`config.mk`:
```
export PLATFORM = sky130hd
export DESIGN_NAME = dxlat_check
export DESIGN_NICKNAME = d
export VERILOG_FILES = /design/src/rtl/dxl_pkg.sv /design/src/rtl/dxl_align_chk.sv /design/src/rtl/dxl_spage_dec.sv /design/src/rtl/dxl_tlb_perm.sv /design/src/rtl/dxlat_check.sv
export SDC_FILE = /design/constraint.sdc
export NUM_CORES = 1
export LEC_CHECK = 0
export BUFFER_PORTS_ARGS = -buffer_cell sky130_fd_sc_hd__buf_4
export CORE_ASPECT_RATIO = 1.2
export CORE_MARGIN = 8
export CORE_UTILIZATION = 40
export DETAILED_ROUTE_END_ITERATION = 6
export PLACE_DENSITY = 0.78
export SETUP_SLACK_MARGIN = 0.15
export SKIP_CTS_REPAIR_TIMING = 1
export SLEW_MARGIN = 40
export SYNTH_ARGS = -nofsm -noshare
export SYNTH_HDL_FRONTEND = slang
export SYNTH_SLANG_ARGS = --single-unit
```
`constraint.sdc`:
```
create_clock -name clk -period 1.1 [get_ports clk]
set_input_delay 0.165 -clock clk [delete_from_list [all_inputs] [get_ports clk]]
set_output_delay 0.165 -clock clk [all_outputs]
set_load 0.05 [all_outputs]
```
`src/rtl/dxl_pkg.sv`:
```
package dxl_pkg;
  localparam int PA_BITS = 44;
  localparam int ST_W    = 5;
  localparam int ST_WR   = 0;
  localparam int ST_ACV  = 1;
  localparam int ST_FONR = 2;
  localparam int ST_FONW = 3;
  localparam int ST_MISS = 4;

  typedef enum logic [2:0] {
    FLT_NONE  = 3'd0,
    FLT_ALIGN = 3'd1,
    FLT_ACV   = 3'd2,
    FLT_PAGE  = 3'd3,
    FLT_DMISS = 3'd4,
    FLT_MCHK  = 3'd5
  } flt_e;

  // Superpage result: keep 40 bits, replicate bit 40 into 43:40.
  function automatic logic [PA_BITS-1:0] sext_super(input logic [PA_BITS-1:0] a);
    return {{4{a[40]}}, a[39:0]};
  endfunction

  function automatic logic is_uncached(input logic [PA_BITS-1:0] a);
    return a[43] | a[39];
  endfunction

  function automatic logic [PA_BITS-1:0] strip_uncached(input logic [PA_BITS-1:0] a);
    logic [PA_BITS-1:0] r;
    r = a;
    r[42:35] = '0;
    return r;
  endfunction
endpackage

```
`src/rtl/dxl_align_chk.sv`:
```
module dxl_align_chk (
  input  logic [2:0] va_lo,
  input  logic [1:0] size,
  output logic       misalign
);
  logic [2:0] bad_bit;
  for (genvar b = 0; b < 3; b++) begin : g_bit
    assign bad_bit[b] = va_lo[b] & (size > 2'(b));
  end
  assign misalign = |bad_bit;
endmodule

```
`src/rtl/dxl_spage_dec.sv`:
```
module dxl_spage_dec #(
  parameter int VA_W = 64
) (
  input  logic [VA_W-1:0] va,
  input  logic            en_win,
  output logic            in_window
);
  logic win_a, win_b;
  assign win_a = en_win & (va[42:41] == 2'b10);
  assign win_b = (va[47:41] == 7'h7E);
  assign in_window = win_a | win_b;
endmodule

```
`src/rtl/dxl_tlb_perm.sv`:
```
module dxl_tlb_perm
  import dxl_pkg::*;
#(
  parameter int MODE_W = 2,
  localparam int NMODES = 1 << MODE_W
) (
  input  logic              write,
  input  logic [MODE_W-1:0] mode,
  input  logic [NMODES-1:0] rd_en,
  input  logic [NMODES-1:0] wr_en,
  input  logic              fonr,
  input  logic              fonw,
  output flt_e              flt,
  output logic [ST_W-1:0]   st
);
  logic [NMODES-1:0] mask;
  assign mask = NMODES'(1) << mode;

  always_comb begin
    flt = FLT_NONE;
    st  = '0;
    if (write) begin
      if ((wr_en & mask) == '0) begin
        flt = FLT_PAGE;
        st[ST_WR]   = 1'b1;
        st[ST_ACV]  = 1'b1;
        st[ST_FONW] = fonw;
      end else if (fonw) begin
        flt = FLT_PAGE;
        st[ST_WR]   = 1'b1;
        st[ST_FONW] = 1'b1;
      end
    end else begin
      if ((rd_en & mask) == '0) begin
        flt = FLT_ACV;
        st[ST_ACV]  = 1'b1;
        st[ST_FONR] = fonr;
      end else if (fonr) begin
        flt = FLT_PAGE;
        st[ST_FONR] = 1'b1;
      end
    end
  end
endmodule

```
`src/rtl/dxlat_check.sv`:
```
module dxlat_check
  import dxl_pkg::*;
#(
  parameter int VA_W      = 64,
  parameter int PPN_W     = 32,
  parameter int PAGE_BITS = 13,
  parameter int MODE_W    = 2,
  localparam int NMODES   = 1 << MODE_W
) (
  input  logic              clk,
  input  logic              rst_n,
  input  logic [VA_W-1:0]   va_i,
  input  logic [1:0]        size_i,
  input  logic              write_i,
  input  logic              phys_i,
  input  logic              alt_i,
  input  logic [MODE_W-1:0] cur_mode_i,
  input  logic [MODE_W-1:0] alt_mode_i,
  input  logic [1:0]        spage_en_i,
  input  logic              tlb_hit_i,
  input  logic [PPN_W-1:0]  tlb_ppn_i,
  input  logic [NMODES-1:0] tlb_rd_en_i,
  input  logic [NMODES-1:0] tlb_wr_en_i,
  input  logic              tlb_fonr_i,
  input  logic              tlb_fonw_i,
  output logic [PA_BITS-1:0] pa_o,
  output logic              uncache_o,
  output logic [2:0]        fault_o,
  output logic [ST_W-1:0]   status_o
);
  function automatic logic [VA_W-1:0] page_join(input logic [PPN_W-1:0] ppn,
                                                input logic [VA_W-1:0] va);
    logic [VA_W-1:0] off;
    off = '0;
    off[PAGE_BITS-1:0] = va[PAGE_BITS-1:0];
    return (VA_W'(ppn) << PAGE_BITS) | off;
  endfunction

  logic              misalign_w;
  logic              spage_w;
  logic [MODE_W-1:0] eff_mode_w;
  flt_e              perm_flt_w;
  logic [ST_W-1:0]   perm_st_w;
  logic [VA_W-1:0]   raw_w;
  flt_e              flt_w;
  logic [ST_W-1:0]   st_w;
  logic              out_range_w;
  logic [PA_BITS-1:0] pa_n;
  logic              unc_n;

  dxl_align_chk u_align (
    .va_lo    (va_i[2:0]),
    .size     (size_i),
    .misalign (misalign_w)
  );

  dxl_spage_dec #(.VA_W(VA_W)) u_spage (
    .va        (va_i),
    .en_win    (spage_en_i[1]),
    .in_window (spage_w)
  );

  assign eff_mode_w = alt_i ? alt_mode_i : cur_mode_i;

  dxl_tlb_perm #(.MODE_W(MODE_W)) u_perm (
    .write (write_i),
    .mode  (eff_mode_w),
    .rd_en (tlb_rd_en_i),
    .wr_en (tlb_wr_en_i),
    .fonr  (tlb_fonr_i),
    .fonw  (tlb_fonw_i),
    .flt   (perm_flt_w),
    .st    (perm_st_w)
  );

  always_comb begin
    flt_w = FLT_NONE;
    st_w  = '0;
    raw_w = '0;
    if (misalign_w) begin
      flt_w = FLT_ALIGN;
      st_w[ST_WR] = write_i;
    end else if (phys_i) begin
      raw_w = va_i;
    end else if (spage_w) begin
      raw_w = VA_W'(sext_super(va_i[PA_BITS-1:0]));
      if (cur_mode_i != '0) begin
        flt_w = FLT_ACV;
        st_w[ST_WR]  = write_i;
        st_w[ST_ACV] = 1'b1;
      end
    end else if (!tlb_hit_i) begin
      flt_w = FLT_DMISS;
      st_w[ST_WR]   = write_i;
      st_w[ST_MISS] = 1'b1;
    end else begin
      raw_w = page_join(tlb_ppn_i, va_i);
      if (perm_flt_w != FLT_NONE) begin
        flt_w = perm_flt_w;
        st_w  = perm_st_w;
      end
    end
    if (flt_w == FLT_NONE && out_range_w) begin
      flt_w = FLT_MCHK;
      st_w  = '0;
    end
  end

  assign out_range_w = |raw_w[VA_W-1:PA_BITS];

  always_comb begin
    pa_n  = '0;
    unc_n = 1'b0;
    if (flt_w == FLT_NONE) begin
      unc_n = is_uncached(raw_w[PA_BITS-1:0]);
      pa_n  = unc_n ? strip_uncached(raw_w[PA_BITS-1:0]) : raw_w[PA_BITS-1:0];
    end
  end

  always_ff @(posedge clk or negedge rst_n) begin
    if (!rst_n) begin
      pa_o      <= '0;
      uncache_o <= 1'b0;
      fault_o   <= '0;
      status_o  <= '0;
    end else begin
      pa_o      <= pa_n;
      uncache_o <= unc_n;
      fault_o   <= flt_w;
      status_o  <= st_w;
    end
  end
endmodule

```
Word-level counts from Yosys, hierarchy flattened
Index checks and enable logic that the tools add are counted.
{ "word_totals": {"input_bits": 120, "out_inout_bits": 53, "elab_cells": 70, "ff_bits": 53} }
{ "classes": {"bitwise": 9, "mux": 42, "shifts": 1, "order_cmp": 3, "n_reduce_logical": 9, "eq_ne": 2} }
{ "ops": {"columns": ["cell", "n"], "rows": [
  ["$mux 64", 2],
  ["$mux 45", 2],
  ["$or 45x13->45", 1],
  ["$mux 44", 1],
  ["$mux 43", 1],
  ["$mux 3", 11],
  ["$reduce_or 20->1", 1],
  ["$mux 1", 15],
  ["$mux 2", 6],
  ["$mux 5", 2],
  ["$and 4x4->4", 2],
  ["$logic_not 4->1", 2],
  ["$mux 4", 2],
  ["$eq 7x7->1 const B", 1],
  ["$logic_not 3->1", 2],
  ["$and 1x1->1", 4],
  ["$gt 2x1->1 const B", 2],
  ["$shl 1x2->4 const A", 1],
  ["$reduce_bool 3->1", 1],
  ["$reduce_or 3->1", 1],
  ["$eq 2x2->1 const B", 1],
  ["$gt 2x2->1 const B", 1],
  ["$or 1x1->1", 2],
  ["$reduce_bool 2->1", 1],
  ["$logic_and 1x1->1", 1]
]} }

Depth between registers and ports, before layout
{ "depth": {"word_depth": 17, "depth_mapped": 8, "ltp_nobuf": 6} }

Modules after synthesis
A second synthesis with hierarchy kept.
{ "unflattened": {"cells_unflattened": 257, "area_unflattened_um2": 2570.0} }
{ "modules_own_cells": {"columns": ["mod", "cells_per_inst", "seq_area_each_um2", "instances", "area_each_um2"], "rows": [
  ["dxlat_check", 226, 1326.3, 1, 2351.0],
  ["dxl_tlb_perm", 23, 0.0, 1, 173.9],
  ["dxl_spage_dec", 4, 0.0, 1, 26.3],
  ["dxl_align_chk", 4, 0.0, 1, 18.8]
]} }

Least setup slack after synthesis
OpenSTA, ideal clock, no wires.
{ "synth_timing": {"kind": "input port to flip-flop", "start": "input va_i[42]", "end": "register uncache_o", "t_required_ps": 976, "arrival_ps": 1749, "setup_slack_ps": -773, "path_buffers": 2, "stages": 8, "setup_time_ps": 124, "cell_sequence": "and4b_4 > a21o_1 > buf_6 > or4_4 > a221o_1 > nand4_4 > buf_6 > nor2_1"} }
{ "synth_between": {"elab_chain_cells": 11, "word_cells_on_any_way": 17, "classes_between": "eq/ne (2); mux (8); bitwise (3); reduce/logical (4)"} }
{ "synth_lines": {"columns": ["element", "line", "rtl"], "rows": [
  ["start, declared", "dxlat_check.sv:12", "input logic [VA_W-1:0] va_i,"],
  ["$eq 2x2->1", "dxl_spage_dec.sv:9", "assign win_a = en_win & (va[42:41] == 2'b10);"],
  ["$and 1x1->1", "dxl_spage_dec.sv:9", null],
  ["$or 1x1->1 (*)", "dxl_spage_dec.sv:11", "assign in_window = win_a | win_b;"],
  ["$mux 45 or $mux 3 (tied branches)", "dxlat_check.sv:85", "end else if (spage_w) begin"],
  ["$mux 64 or $mux 3 (tied branches)", "dxlat_check.sv:83", "end else if (phys_i) begin"],
  ["$mux 64 or $mux 3 (tied branches)", "dxlat_check.sv:80", "if (misalign_w) begin"],
  ["$reduce_or 20->1 or $logic_not 3->1 (tied branches)", "dxlat_check.sv:109, dxlat_check.sv:103", null],
  ["$logic_and 1x1->1", "dxlat_check.sv:103", "if (flt_w == FLT_NONE && out_range_w) begin"],
  ["$mux 3", "dxlat_check.sv:103", null],
  ["$logic_not 3->1", "dxlat_check.sv:114", "if (flt_w == FLT_NONE) begin"],
  ["$mux 1 (*)", "dxlat_check.sv:114", null],
  ["net unc_n", "dxlat_check.sv:49", "logic unc_n;"],
  ["end signal, assigned", "dxlat_check.sv:128", "uncache_o <= unc_n;"],
  ["end, declared", "dxlat_check.sv:27", "output logic uncache_o,"]
]} }
Mark *: on every way through the listed nets, which the timed path passes. The rest lies on a longest branch.

Worst setup path in the final report
{ "layout_timing": {"start": "input va_i[41]", "end": "register pa_o[43]"} }
{ "layout_between": {"elab_chain_cells": 11, "word_cells_on_any_way": 16, "classes_between": "eq/ne (2); mux (8); bitwise (2); reduce/logical (4)"} }
{ "layout_lines": {"columns": ["element", "line", "rtl"], "rows": [
  ["$eq 2x2->1", "dxl_spage_dec.sv:9", null],
  ["$and 1x1->1", "dxl_spage_dec.sv:9", null],
  ["$or 1x1->1 (*)", "dxl_spage_dec.sv:11", null],
  ["$mux 45 or $mux 3 (tied branches)", "dxlat_check.sv:85", null],
  ["$mux 64 or $mux 3 (tied branches)", "dxlat_check.sv:83", null],
  ["$mux 64 or $mux 3 (tied branches)", "dxlat_check.sv:80", null],
  ["$reduce_or 20->1 or $logic_not 3->1 (tied branches)", "dxlat_check.sv:109, dxlat_check.sv:103", null],
  ["$logic_and 1x1->1", "dxlat_check.sv:103", null],
  ["$mux 3", "dxlat_check.sv:103", null],
  ["$logic_not 3->1", "dxlat_check.sv:114", null],
  ["$mux 44 (*)", "dxlat_check.sv:114", null],
  ["net pa_n[43]", "dxlat_check.sv:48", "logic [PA_BITS-1:0] pa_n;"],
  ["end signal, assigned", "dxlat_check.sv:127", "pa_o <= pa_n;"],
  ["end, declared", "dxlat_check.sv:26", "output logic [PA_BITS-1:0] pa_o,"]
]} }
Marks and branches as above.

==> impl_metrics.sql <==
INSERT INTO impl_metrics (metric_group, metric, value, unit) VALUES
('run_status', 'result_of_the_run', 'complete, but fails checks', ''),
('run_status', 'failed_checks', 'setup timing', ''),
('grt', 'grt_first_pass_wirelength', '13700', 'um'),
('cts', 'clk_root_buffer_cell', 'sky130_fd_sc_hd__clkbuf_8', ''),
('cts', 'clkSinkCount', '53', ''),
('placed_design', 'portBuffers', '171', ''),
('synthesis', 'yosys_register_bits', '53', ''),
('drt', 'drcViolationCount', '0', ''),
('setup_path', 'cp-endpoint', 'pa_o[43]', ''),
('setup_path', 'crit_path_frequent_cell', 'sky130_fd_sc_hd__buf_4', ''),
('placed_design', 'dpl_hpwl', '7710', 'um'),
('timing', 'layout_setup_ws', '-0.594', 'ns'),
('floorplan', 'initial_utilization', '40.6', '%'),
('power', 'ir_worst_vdd', '0.000956', 'V'),
('timing', 'final-setup-viol-count', '49', ''),
('synthesis', 'synth-edff-count', '0', ''),
('drt', 'viasPerCell', '5.11', ''),
('hold_path', 'min-delay-path-class', 'input port to flop', ''),
('synthesis', 'synth_seq_area_share', '52.0', '%'),
('layout', 'antenna_cells_inserted', '0', ''),
('layout', 'finalNetCount', '601', ''),
('placed_design', 'routabilityCongestion', '0.787', ''),
('power', 'powerDensity', '987', 'nW/um^2'),
('synthesis', 'synth_area', '2550', 'um^2'),
('layout', 'core_util_final', '77.3', '%'),
('grt', 'maximum_number_of_pins_on_one_net_before_global_route_repair', '28', ''),
('timing', 'grt_setup_unrepaired', 'yes', ''),
('setup_path', 'worst_setup_path_end_kind', 'flop', ''),
('synthesis', 'synth-warning-count', '0', ''),
('setup_path', 'critical_path.slowest_cell', 'sky130_fd_sc_hd__and4b_4', ''),
('timing', 'timing_hold_violations_final', '0', ''),
('layout', 'sequential_cell_area', '1330', 'um^2'),
('timing', 'min_period_over_period', '154', '%'),
('grt', 'grt_pass1_vias', '2889', ''),
('grt', 'grt_resource_usage_total', '19.2', '%'),
('floorplan', 'die-width', '88.9', 'um'),
('synthesis', 'syn_inst', '273', ''),
('cts', 'max_buffers_root_to_sink', '2', ''),
('floorplan', 'floorplan.die_area', '9200', 'um^2'),
('placed_design', 'pre_cts_ws', '-0.930', 'ns'),
('synthesis', 'synthArstFlopShare', '100', '%'),
('setup_path', 'arrival', '1.90', 'ns'),
('floorplan', 'die_h', '103', 'um'),
('synthesis', 'synth_area_per_cell', '9.34', 'um^2'),
('grt', 'grt_antenna_before_repair', '0', ''),
('timing', 'maxClockFrequency', '590', 'MHz'),
('setup_path', 'timing.critical_path.from', 'va_i[41]', ''),
('timing', 'fin_hold_ws', '0.0806', 'ns'),
('timing', 'timing_max_transition_violations_final', '0', ''),
('floorplan', 'row_count', '32', ''),
('setup_path', 'crit_path_cell_trace', 'buf_6, and4b_4, buf_4, a211oi_4, and3_1, a41oi_2, buf_4, nand4_4, buf_4, nor3b_1', ''),
('layout', 'syn2layout_area_growth', '90.5', '%'),
('setup_path', 'worst_setup_path_start_kind', 'input port', ''),
('layout', 'ratio_of_cells_with_drive_above_1_in_the_final_layout', '57.6', '%'),
('cts', 'clk_transition_reported_paths', '0.09', 'ns'),
('power', 'p_leak', '2.43', 'nW'),
('job', 'maxCapViolCount', '0', ''),
('cts', 'cts_inserted_buffers', '5', ''),
('layout', 'multiInputGateArea', '1310', 'um^2'),
('cts', 'h_tree_lvl_count', '2', ''),
('setup_path', 'critPathRequiredTime', '1.30', 'ns'),
('drt', 'postRouteAntennaNets', '0', ''),
('drt', 'drtIter0Drc', '88', ''),
('drt', 'routed-via-count', '2894', ''),
('synthesis', 'post_synthesis_cell_type_count', '41', ''),
('layout', 'num-fill-cells', '432', ''),
('drt', 'wire_per_inst', '17.9', 'um'),
('setup_path', 'critical_path_peak_fanout', '6', ''),
('grt', 'grt_overflow_total', '0', ''),
('synthesis', 'synth_ff_type', 'sky130_fd_sc_hd__dfrtp_1', ''),
('cts', 'cts_tree', 'done', ''),
('setup_path', 'path_class', 'input port to flop', ''),
('timing', 'finalWorstPathRequiredPeriod', '1.69', 'ns'),
('drt', 'drt_pre_antenna_iters', '4', ''),
('synthesis', 'synth.net_count', '393', ''),
('drt', 'routed_wirelength', '10100', 'um'),
('setup_path', 'cpPeakStageDelay', '0.32', 'ns'),
('floorplan', 'core_area', '6290', 'um^2'),
('floorplan', 'ioPinCount', '173', '');
## synth_stat cells, types with 6 or more instances
cell                       number  share of area (%)
sky130_fd_sc_hd__inv_1         16                2.4
sky130_fd_sc_hd__a21oi_1       30                5.9
sky130_fd_sc_hd__nand3_1       23                4.5
sky130_fd_sc_hd__and3_1         9                2.2
sky130_fd_sc_hd__nor2_1        25                3.7
sky130_fd_sc_hd__o21ai_0        6                1.2
sky130_fd_sc_hd__clkbuf_1      12                1.8
sky130_fd_sc_hd__nand2_1       25                3.7
sky130_fd_sc_hd__nor3_1         9                1.8
sky130_fd_sc_hd__dfrtp_1       53                 52
## final cells by class
type                            count  share of cell area, %
Clock buffer                        5                   1.42
Inverter                           16                   1.24
Multi-Input combinational cell    187                   27.0
Sequential cell                    53                   27.3
Tap cell                           85                   2.19
Timing Repair Buffer              218                   40.2
Clock inverter                      2                  0.721
## worst min-delay path by stage
stage,start,end,cells past startpoint
6_report,va_i[4],pa_o[4],3
5_1_grt,va_i[4],pa_o[4],3
4_1_cts,rst_n,pa_o[19],1
3_5_place_dp,rst_n,pa_o[19],1
3_3_place_gp,rst_n,pa_o[21],1
2_1_floorplan,rst_n,fault_o[0],0
## cells by family after synthesis
family                 synth area share [%]
multiplexers                          0.785
AO/OA/AOI/OAI                          15.2
AND/OR/NAND/NOR                        25.8
buffers and inverters                  6.08
flip-flops                             52.0
other                                 0.147
## power breakdown
part / total [mW] / internal, mW / switching [mW]
Sequential: 2.05 / 2.01 / 0.0347
Clock: 1.26 / 0.662 / 0.595
Combinational: 1.49 / 0.714 / 0.776
## flip-flops by register name (all words and copies together), names as in the netlist
name	count
fault_o	3
pa_o	44
status_o	5
uncache_o	1
## critical path, delay by kind of cell
family	cells	cell delay, ns
buffers and inverters	4	0.57
AO/OA/AOI/OAI	2	0.23
AND/OR/NAND/NOR	4	0.93
## cells in the final DEF (no fill, tap or decap), drive strengths merged
master,n
mux2i,2
clkinv,1
nand2,25
nor3,10
o21a,5
a21o,1
buf,215
a221o,1
nand3,23
nor4,5
nor3b,2
a31oi,2
a41oi,2
o21bai,1
dlygate4sd3,1
or2,3
clkbuf,7
o211ai,2
o31a,2
and3b,1
a21oi,30
nand4b,4
and4b,3
o22ai,1
and3,9
a221oi,2
dfrtp,53
a22oi,3
conb,1
or4,1
nand4,6
nand2b,2
bufinv,1
nor2,25
a211oi,3
o21ai,6
inv,16
nor2b,4
## routing by layer
metal	global-route usage (%)	vias to the layer above	share of wire, %
met3	6.72	8	9.5
met1	20.0	1373	35
met4	4.95	0	1.0
li1	-	1372	-
met5	0	-	0
met2	35.2	141	55
## metrics by stage
step / cell area [um^2] / std cells / TNS, ns / total power [mW]
after floorplan: 2570 / 273 / -33.65 / 2.66
after global placement: 4220 / 553 / -40.36 / 3.35
after detailed placement: 4220 / 553 / -43.53 / 3.38
after CTS: 4320 / 560 / -27.41 / 4.61
after global routing: 4860 / 566 / -27.47 / 4.97
final: 4860 / 566 / -24.80 / 4.80
Note: power is estimated with default switching activity, not from simulation.
